File: src/rtl/fll_lock_ctrl.sv
module fll_lock_ctrl #(
  parameter int TW       = 10,
  parameter int FW       = 4,
  parameter int CW       = 12,
  parameter int TRIM_RST = 512
) (
  input  logic          clk,
  input  logic          rst_n,
  input  logic          cfg_wr_en,
  input  logic [7:0]    cfg_wr_data,
  input  logic          cfg_wp,
  input  logic          xtal_ok,
  input  logic [CW-1:0] div_ratio,
  input  logic          osc_pulse,
  input  logic          ref_tick,
  output logic [7:0]    cfg_q,
  output logic [TW-1:0] trim,
  output logic          tracking,
  output logic          lock_done,
  output logic          ss_en,
  output logic [7:0]    ss_bw_khz
);
  localparam int BW = $clog2(TW);
  localparam logic [7:0] CFG_MASK = 8'hE7;
  localparam logic [TW-1:0] TMAX = '1;
  localparam logic [CW+1:0] ONE2 = {{(CW+1){1'b0}}, 1'b1};

  typedef enum logic [1:0] {S_IDLE, S_SRCH, S_TRK} st_t;

  st_t             st;
  logic [7:0]      cfg;
  logic [7:0]      cfg_nx;
  logic            xtal_q;
  logic            fine_run;
  logic [BW-1:0]   bit_idx;
  logic [CW-1:0]   cnt;
  logic            valid;
  logic            done_q;

  logic [CW:0]     meas;
  logic [CW+1:0]   m2, d2;
  logic            over, over_db, under_db, eval, sar_done;
  logic            en, xtal_rise, wr_ok;

  assign en        = cfg[0];
  assign xtal_rise = xtal_ok & ~xtal_q;
  assign wr_ok     = cfg_wr_en & ~cfg_wp;

  assign meas     = {1'b0, cnt} + {{CW{1'b0}}, osc_pulse};
  assign m2       = {1'b0, meas};
  assign d2       = {2'b00, div_ratio};
  assign over     = m2 > d2;
  assign over_db  = m2 > d2 + ONE2;
  assign under_db = m2 + ONE2 < d2;
  assign eval     = ref_tick & valid;
  assign sar_done = en & (st == S_SRCH) & eval & (bit_idx == '0);

  always_comb begin
    cfg_nx = cfg;
    if (xtal_rise) cfg_nx[0] = 1'b1;
    if (sar_done) begin
      cfg_nx[2] = 1'b0;
      if (!fine_run) cfg_nx[1] = 1'b0;
    end
    if (wr_ok) cfg_nx = cfg_wr_data & CFG_MASK;
  end

  always_ff @(posedge clk or negedge rst_n) begin
    if (!rst_n) begin
      cfg    <= '0;
      xtal_q <= 1'b0;
      cnt    <= '0;
      done_q <= 1'b0;
    end else begin
      cfg    <= cfg_nx;
      xtal_q <= xtal_ok;
      done_q <= sar_done;
      if (ref_tick)                 cnt <= '0;
      else if (osc_pulse && cnt != '1) cnt <= cnt + 1'b1;
    end
  end

  always_ff @(posedge clk or negedge rst_n) begin
    if (!rst_n) begin
      st       <= S_IDLE;
      trim     <= TW'(TRIM_RST);
      fine_run <= 1'b0;
      bit_idx  <= '0;
      valid    <= 1'b0;
    end else if (!en) begin
      st    <= S_IDLE;
      valid <= 1'b0;
    end else begin
      case (st)
        S_SRCH: begin
          if (ref_tick) valid <= 1'b1;
          if (eval) begin
            if (over) trim[bit_idx] <= 1'b0;
            if (bit_idx == '0) begin
              st <= S_TRK;
            end else begin
              trim[bit_idx - 1'b1] <= 1'b1;
              bit_idx <= bit_idx - 1'b1;
            end
          end
        end
        default: begin
          if (cfg[1] || cfg[2]) begin
            st    <= S_SRCH;
            valid <= 1'b0;
            if (cfg[1]) begin
              fine_run <= 1'b0;
              bit_idx  <= BW'(TW-1);
              trim     <= {1'b1, {(TW-1){1'b0}}};
            end else begin
              fine_run <= 1'b1;
              bit_idx  <= BW'(FW-1);
              trim[FW-1:0] <= {1'b1, {(FW-1){1'b0}}};
            end
          end else if (st == S_IDLE) begin
            st    <= S_TRK;
            valid <= 1'b0;
          end else begin
            if (ref_tick) valid <= 1'b1;
            if (eval) begin
              if (over_db && trim != '0)        trim <= trim - 1'b1;
              else if (under_db && trim != TMAX) trim <= trim + 1'b1;
            end
          end
        end
      endcase
    end
  end

  assign cfg_q     = cfg;
  assign tracking  = en & (st == S_TRK);
  assign lock_done = done_q;
  assign ss_en     = cfg[7];
  assign ss_bw_khz = 8'd16 << cfg[6:5];
endmodule

File: config.mk
export PLATFORM = sky130hd
export DESIGN_NAME = fll_lock_ctrl
export DESIGN_NICKNAME = d
export VERILOG_FILES = /design/src/rtl/fll_lock_ctrl.sv
export SDC_FILE = /design/constraint.sdc
export NUM_CORES = 1
export LEC_CHECK = 0
export ABC_AREA = 1
export BUFFER_PORTS_ARGS = -buffer_cell sky130_fd_sc_hd__buf_2
export CAP_MARGIN = 20
export CORE_MARGIN = 4
export CORE_UTILIZATION = 45
export CTS_CLUSTER_SIZE = 28
export DETAILED_ROUTE_END_ITERATION = 8
export GPL_TIMING_DRIVEN = 0
export HOLD_SLACK_MARGIN = 0.03
export PLACE_DENSITY = 0.65
export SETUP_SLACK_MARGIN = 0.15
export SLEW_MARGIN = 15
export SYNTH_ARGS = -nofsm -noshare
export SYNTH_HDL_FRONTEND = slang
export SYNTH_SLANG_ARGS = --single-unit
File: constraint.sdc
create_clock -name clk -period 9 [get_ports clk]
set_clock_uncertainty 0.05 [all_clocks]
set_input_delay 0.9 -clock clk [delete_from_list [all_inputs] [get_ports clk]]
set_output_delay 0.9 -clock clk [all_outputs]
set_load 0.02 [all_outputs]
### Yosys cells after proc, flatten, opt, wreduce, memory -nomap -nowiden

Index checks and enable logic that the tools add are counted.
W data, S select, Z words.

| storage, ports and cells | value |
|---|---|
| register bits | 38 |
| logic and storage cells | 115 |
| output and inout bits | 29 |
| bits of input ports | 27 |

| operators by class | value |
|---|---|
| reduce and logical (&&, ||, !) cells | 21 |
| bitwise gates (word level) | 13 |
| shift operators | 1 |
| eq/ne operators | 12 |
| add/sub/neg operators | 7 |
| $lt $le $gt $ge | 7 |
| muxes and demuxes | 41 |

Operators by type and width:

| cell | count |
|---|---|
| $mux W10 | 12 |
| $mux W12 | 2 |
| $mux W4 | 6 |
| $add A13 B1 Y14 const B | 1 |
| $lt A14 B12 Y1 | 1 |
| $mux W2 | 7 |
| $add A12 B1 Y13 | 1 |
| $add A12 B1 Y13 const B | 1 |
| $gt A13 B12 Y1 | 1 |
| $gt A13 B13 Y1 | 1 |
| $add A12 B1 Y12 const B | 1 |
| $ne A12 B12 Y1 const B | 1 |
| $add A10 B1 Y10 const B | 1 |
| $and A10 B10 Y10 | 1 |
| $lt A4 B5 Y1 const B | 2 |
| $mux W1 | 10 |
| $ne A10 B10 Y1 const B | 1 |
| $not A10 Y10 | 1 |
| $or A10 B10 Y10 | 1 |
| $reduce_bool A10 Y1 | 1 |
| $sub A10 B1 Y10 const B | 1 |
| $ne A3 B3 Y1 const B | 3 |
| $demux W1 S4 | 2 |
| $ge A4 B1 Y1 const B | 2 |
| other kinds (24) | 41 |

### Depth between registers and ports, before layout

Gate-level depths: netlist (run 1).

| logic depth | value |
|---|---|
| depth in word-level cells | 14 |
| depth in mapped cells | 34 |
| gate-level depth less buffers | 34 |

### Worst setup path before layout (run 1)

Ideal clock, no wire load.

| path | value |
|---|---|
| path type | input to register |
| start point | input port osc_pulse |
| end point | register trim[8] |
| slack | 4465 ps |
| data arrival time | 4420 ps |
| stages | 32 |
| data required time | 8885 ps |
| setup time | 65 ps |
| buffers on the path | 0 |
| path through | ha_1 -> ha_1 -> nand2_1 -> inv_1 -> nand2_1 -> xor2_1 -> inv_1 -> ha_1 -> nand2_1 -> nor2_1 -> nor3_1 -> nand2_1 -> nand4_1 -> nand2_1 -> nand2_1 -> nand2_2 -> nand2_4 -> inv_1 -> ha_1 -> a21oi_1 -> nand2_1 -> nand2_1 -> nand2_1 -> a21oi_1 -> nor2_1 -> o21ai_0 -> nand2_1 -> a21boi_0 -> o21ai_0 -> o21ai_0 -> nand2_1 -> nand2_1 |

| on the way | value |
|---|---|
| cells in the longest elaborated chain, start to end | 10 |
| elaborated cells on any way between the ends | 21 |
| classes of those cells | add/sub: 2; order compare: 3; mux: 11; bitwise: 1; reduce/logical: 4 |

Ends and longest elaborated chain:

| what | line | text |
|---|---|---|
| start: declaration | 14 | `input logic osc_pulse,` |
| $add A12 B1 Y13 * | 49 | `assign meas = {1'b0, cnt} + {{CW{1'b0}}, osc_pulse};` |
| parallel branches: the longest is 9 deep, another holds $add A13 B1 Y14 | n/a |  |
| end signal: assignment | 86 | `trim <= TW'(TRIM_RST);` |
| end signal: assignment | 114 | `trim <= {1'b1, {(TW-1){1'b0}}};` |
| end signal: indexed assignment | 118 | `trim[FW-1:0] <= {1'b1, {(FW-1){1'b0}}};` |
| end: declaration | 17 | `output logic [TW-1:0] trim,` |

Every way passes the cells marked *. The select of a mux whose other input is x is not followed.
A chain may end at the register's enable or synchronous reset.

### Worst setup path in the final report (run 1)

Same ends and word-level chain as after synthesis.

==> impl_metrics.py, run 1 <==
metrics = {
    "power": {
        "p_int_w": 0.000474,
        "power.switching_w": 0.000402,
        "swShare": 0.459,
        "pwr-share-clk": 0.207,
        "cellPowerDensity_nw_per_um2": 179,
        "p_leak_nw": 2.71,
        "pwr-share-seq": 0.300,
        "combPwrFrac": 0.492,
        "ir_drop_uv": 118,
    },
    "clocking": {
        "cts_made_buffers": 5,
        "numClockSinks": 38,
        "clock_latency_ps": 290,
        "cts.htree.levels": 2,
        "clock-root-buffer": "clkbuf_8",
        "cts.clk_slew.worst_paths_ps": 90,
        "cts_tree": "done",
        "cts_buffer_depth": 2,
        "post-cts-setup-buffer-count": 0,
        "hold_buffers": 0,
        "ctsResizeCount": 0,
    },
    "drt": {
        "viasPerCell": 5.12,
        "drt-total-wl_mm": 10.3,
        "wire_per_inst_um": 12.3,
        "ant_nets": 0,
        "first_pass_iters": 6,
        "drc": 0,
        "vias": 4301,
        "first_iter_violations": 210,
    },
    "timing": {
        "fin_crit_ps": 5030,
        "fin_ws_ps": 3970,
        "hold_viol": 0,
        "fmax_ghz": 0.199,
        "rsz0062_at_grt": "no",
        "relSlewSlack": 0.437,
        "period_share": 0.559,
        "finalMaxSlewViolations": 0,
        "setup_viol": 0,
        "fin_setup_tns_ps": 0,
        "tightest_slew_ps": 844,
    },
    "place": {
        "dpl.hpwl_mm": 8.52,
        "pre_cts_ws_ps": 3660,
        "gp_congestion": 0.869,
        "port-buffer-count": 47,
    },
    "setup_path": {
        "r2r-start": "cnt[0]",
        "ff2ff_setup_slack_ps": 4280,
        "critPathLaunch": "osc_pulse",
        "crit_type": "in -> reg",
        "max_stage_delay_ps": 380,
        "slowest_stage": "ha_1",
        "reg2reg_depth": 28,
        "rr_endpoint": "trim[8]",
        "path_common_cell": "nand2_1",
        "cp.required_ps": 9140,
        "critPathMaxFanout": 8,
        "cp-end-kind": "register",
        "arrival_ps": 5180,
        "cp-start-kind": "input port",
    },
    "floorplanning": {
        "rows": 35,
        "start_util": 0.467,
        "io_pins": 56,
        "die_h_um": 106,
        "die-width_um": 106,
        "die-area_um2": 11300,
        "core-area_um2": 9280,
    },
    "grt": {
        "grt_pass1_wl_mm": 18.4,
        "first_global_vias": 4139,
        "antenna_found_initial": 0,
        "grt_max_degree": 39,
        "track_usage": 0.193,
        "grt-ovfl-total": 0,
    },
    "finish": {
        "areaGrowthSynthToFinish_pct": 12.9,
        "num-fill-cells": 959,
        "multi_input_area_um2": 2950,
        "antenna_cells": 0,
        "drive_above_1_share": 0.135,
        "seq_area_um2": 952,
        "nets": 791,
    },
    "synthesis": {
        "synth-edff-count": 0,
        "syn_area_per_cell_um2": 6.65,
        "yosysUniqueCellTypes": 44,
        "yosysWarnings": 0,
        "yosys_register_bits": 38,
        "syn_area_um2": 4330,
        "synthCells": 651,
        "ys_async_sr_fraction": 1.00,
        "seq_area_frac_synth": 0.220,
        "ys.flop_type": "dfrtp_1",
    },
    "hold_path": {
        "min_to": "fine_run",
        "hold_start": "fine_run",
        "min_path_cells": 2,
        "hold_path_class": "reg -> reg",
    },
    "outcome": {
        "status": "completed",
    },
    "run": {
        "maxCapViolCount": 0,
    },
}
-- Yosys cell counts, types with 3 or more instances --
cell type,count,area share
nand2_1,153,0.13
inv_1,99,0.086
nor2_1,69,0.060
ha_1,53,0.15
dfrtp_1,37,0.21
nand3_1,37,0.043
o21ai_0,36,0.042
a21oi_1,35,0.040
nand4_1,20,0.029
xor2_1,17,0.034
nor3_1,15,0.017
nand2_2,9,0.013
buf_4,7,0.012
nor4_1,6,0.0087
inv_2,4,0.0035
nor2_2,4,0.0058
o21ai_1,4,0.0046
xnor2_1,4,0.0081
a211oi_1,3,0.0052
nand2_4,3,0.0078
nor2_4,3,0.0078
o211ai_1,3,0.0052
o31ai_1,3,0.0052
-- layout make-up --
cell class	instances	share of cell area
inverter	104	0.0798
multi-input combinational	506	0.604
sequential	38	0.195
clock buffer	6	0.0169
tap	129	0.0330
clock inverter	2	0.0123
timing repair buffer	47	0.0481
buffer	8	0.0115
-- sequential cells by signal (all words and copies together), names as in the netlist --
signal,count
trim,10
cfg_q,6
bit_idx,4
valid,1
fine_run,1
st,2
lock_done,1
cnt,12
xtal_q,1
-- cell usage in the layout, fill, tap and decap left out, types with 3 or more instances in the layout --
master    Yosys  routed
nor3_1       15      15
o21ai_0      36      36
nand4_1      20      20
nor2_4        3       3
dfrtp_1      37      37
nand3_1      37      37
nand2_4       3       3
xnor2_1       4       4
nor2_2        4       4
buf_4         7       7
inv_1        99      99
nor2_1       69      69
xor2_1       17      17
o211ai_1      3       3
o31ai_1       3       3
conb_1        1       6
nand2_2       9       9
inv_2         4       4
a211oi_1      3       3
o21ai_1       4       4
clkbuf_8      0       6
buf_2         0      47
a21oi_1      35      35
nor4_1        6       6
ha_1         53      53
nand2_1     153     153
-- per-stage QoR --
| stage | utilization | power, W | cells | cell area [um^2] | hold WS [ps] |
|---|---|---|---|---|---|
| after floorplan | - | 0.000570 | 656 | 4350 | 404 |
| after global placement | 0.511 | 0.000685 | 832 | 4750 | 425 |
| after detailed placement | 0.511 | 0.000693 | 832 | 4750 | 430 |
| after CTS | 0.527 | 0.000879 | 840 | 4890 | 450 |
| after global routing | 0.527 | 0.000960 | 840 | 4890 | 488 |
| final | 0.527 | 0.000876 | 840 | 4890 | 448 |
-- how the worst max path moves through the flow --
stage / endpoint / slack [ps] / cells past startpoint
2_1_floorplan: trim[8] / 4460 / 32
3_3_place_gp: trim[8] / 3680 / 29
3_5_place_dp: trim[8] / 3660 / 29
4_1_cts: trim[8] / 3950 / 29
5_1_grt: trim[8] / 3450 / 32
6_report: trim[8] / 3970 / 29
-- logic make-up after synthesis --
kind of cell / after synthesis / synth area share
buffers and inverters: 112 / 0.103
AND/OR/NAND/NOR: 331 / 0.354
adder cells (fa/ha/maj): 54 / 0.158
XOR/XNOR: 22 / 0.0462
AO/OA/AOI/OAI: 92 / 0.116
multiplexers: 1 / 0.00260
other: 1 / 0.000866
flip-flops: 38 / 0.220
-- critical path, delay by kind of cell --
| kind | cells | cell delay, ps |
|---|---|---|
| simple gates | 14 | 1480 |
| fa+ha+maj | 4 | 1200 |
| xor+xnor | 1 | 210 |
| buf+inv | 5 | 540 |
| compound gates | 5 | 850 |
-- metal layers --
layer	vias up	track usage	part of all wire
li1	2250	-	-
met1	1924	0.276	0.49
met2	114	0.305	0.44
met3	13	0.0291	0.056
met4	0	0.0463	0.011
met5	-	0	0
-- power by group through the flow --
| stage | Combinational (W) | Sequential, W | Clock (W) |
|---|---|---|---|
| 6_report | 0.000431 | 0.000263 | 0.000182 |
| 5_1_grt | 0.000496 | 0.000270 | 0.000194 |
| 4_1_cts | 0.000431 | 0.000262 | 0.000186 |
| 3_5_place_dp | 0.000428 | 0.000265 | 0 |
| 3_3_place_gp | 0.000421 | 0.000264 | 0 |
| 2_1_floorplan | 0.000295 | 0.000275 | 0 |
Power figures use the tool's default switching activity.
==> run 2: changes to the inputs <==
--- a/config.mk
+++ b/config.mk
@@ -14,7 +14,7 @@
 export DETAILED_ROUTE_END_ITERATION = 8
 export GPL_TIMING_DRIVEN = 0
 export HOLD_SLACK_MARGIN = 0.03
-export PLACE_DENSITY = 0.65
+export PLACE_DENSITY = 0.67
 export SETUP_SLACK_MARGIN = 0.15
 export SLEW_MARGIN = 15
 export SYNTH_ARGS = -nofsm -noshare
==> constraint.sdc (replaced) <==
create_clock -name clk -period 4.3 [get_ports clk]
set_clock_uncertainty 0.05 [all_clocks]
set_input_delay 0.43 -clock clk [delete_from_list [all_inputs] [get_ports clk]]
set_output_delay 0.43 -clock clk [all_outputs]
set_load 0.02 [all_outputs]
==> impl_metrics.py, run 2 (synthesized netlist as in run 1, its figures left out) <==
metrics = {
    "setup_path": {
        "max_stage_delay_ps": 420,
        "crit_type": "reg -> reg",
        "cp-start-kind": "register",
        "critPathLaunch": "cnt[0]",
        "path_common_cell": "nand2_1",
        "cp-end-kind": "register",
        "cp.required_ps": 4490,
        "arrival_ps": 4500,
        "worst-path-buf-inv": 6,
        "critPathMaxFanout": 8,
        "slowest_stage": "dfrtp_1",
        "critical-path-top-delay-family": "simple AND/OR/NAND/NOR gates",
        "r2r-start": "cnt[0]",
    },
    "timing": {
        "rsz0062_at_grt": "yes",
        "setup_viol": 1,
        "fmax_ghz": 0.232,
        "tightest_slew_ps": 838,
        "hold_viol": 0,
        "fin_setup_tns_ps": -9.80,
        "finalMaxSlewViolations": 0,
        "period_share": 1.00,
        "relSlewSlack": 0.442,
        "fin_ws_ps": -9.80,
        "fin_crit_ps": 4310,
    },
    "grt": {
        "grt_pass1_wl_mm": 18.8,
        "grt-ovfl-total": 0,
        "first_global_vias": 4188,
        "track_usage": 0.198,
        "grt_max_degree": 39,
        "antenna_found_initial": 0,
    },
    "clocking": {
        "clock_latency_ps": 290,
        "cts_tree": "done",
        "cts_made_buffers": 5,
        "cts.htree.levels": 2,
        "clock-root-buffer": "clkbuf_8",
        "cts_buffer_depth": 2,
        "cts.clk_slew.worst_paths_ps": 80,
        "hold_buffers": 0,
        "numClockSinks": 38,
    },
    "floorplanning": {
        "die-area_um2": 11300,
        "io_pins": 56,
        "core-area_um2": 9280,
        "die_h_um": 106,
        "rows": 35,
        "start_util": 0.467,
        "die-width_um": 106,
    },
    "drt": {
        "wire_per_inst_um": 13.2,
        "first_pass_iters": 4,
        "vias": 4500,
        "viasPerCell": 5.20,
        "drt-total-wl_mm": 11.4,
        "first_iter_violations": 250,
        "ant_nets": 0,
        "drc": 0,
    },
    "finish": {
        "drive_above_1_share": 0.236,
        "layout_common_cells": "nand2_1 (144), inv_1 (89), nor2_1 (68)",
        "layout.cells.non_filler": 865,
        "regMostFlops": "cnt",
        "antenna_cells": 0,
        "largest_reg_flops": 12,
        "num-fill-cells": 862,
        "nets": 816,
        "areaGrowthSynthToFinish_pct": 25.0,
        "final_common_cell": "nand2_1",
    },
    "power": {
        "ir_drop_uv": 212,
        "cellPowerDensity_nw_per_um2": 350,
        "p_leak_nw": 2.87,
        "total_power_w": 0.00189,
    },
    "outcome": {
        "status": "finished with violations",
        "failed_checks": "setup timing",
    },
    "place": {
        "gp_congestion": 0.888,
        "dpl.hpwl_mm": 8.68,
        "port-buffer-count": 47,
        "dp_cells": 832,
    },
    "run": {
        "maxCapViolCount": 0,
    },
    "hold_path": {
        "hold_path_class": "in -> async",
    },
}
[run 2: per-layer routing]
layer | global-route usage | share of wire
met2 | 0.329 | 0.47
met5 | 0 | 0
met1 | 0.278 | 0.48
met4 | 0.0324 | 0.0061
met3 | 0.0304 | 0.053
[run 2: per-stage QoR]
step / cell area [um^2] / setup slack, ps / hold WS, ps / utilization
6_report: 5410 / -9.80 / 178 / 0.583
5_1_grt: 5410 / -230 / 192 / 0.583
3_3_place_gp: 4750 / -541 / 425 / 0.511
3_5_place_dp: 4750 / -681 / 432 / 0.511
2_1_floorplan: 4350 / 235 / 84.4 / -
4_1_cts: 5070 / 133 / 202 / 0.547
[run 2: final timing paths]
path / endpoint / slack, ps / cells after the start
min reg2reg: fine_run / 450 / 2
max in group asynchronous: cnt[4] / 3420 / 1
max: trim[8] / -10 / 31
min: trim[7] / 180 / 1
min in group clk: xtal_q / 210 / 1
max reg2reg: trim[8] / -10 / 31
[run 2: what timing repair did]
| item | 4_1_cts | 5_1_grt |
|---|---|---|
| endpoints found under the hold margin | 0 | 0 |
| gates resized for setup | 29 | 49 |
| setup endpoints to repair | 7 | 7 |
| pin swaps | 8 | 44 |
| buffers inserted | 9 | 16 |
[run 2: layout make-up]
class	count	area [um^2]	share of cell area
Sequential cell	38	956	0.177
Inverter	104	399	0.0737
Clock buffer	7	76.3	0.0141
Buffer	8	56.3	0.0104
Multi-Input combinational cell	506	3300	0.609
Tap cell	129	161	0.0298
Timing Repair Buffer	72	439	0.0811
Clock inverter	1	30.0	0.00555
[run 2: report_power, final]
group | switching (W) | internal [W] | leakage, nW
clock network | 0.000127 | 0.000174 | 0.0524
logic | 0.000654 | 0.000370 | 2.33
registers | 0.000128 | 0.000442 | 0.486
[run 2: worst register-to-register path: cells and delay by family (launching register included)]
family,cells,cell delay [ps]
AND/OR/NAND/NOR,14,1350
buffers and inverters,6,570
adder cells (fa/ha/maj),4,890
AO/OA/AOI/OAI,6,800
flip-flops,1,420
XOR/XNOR,1,170
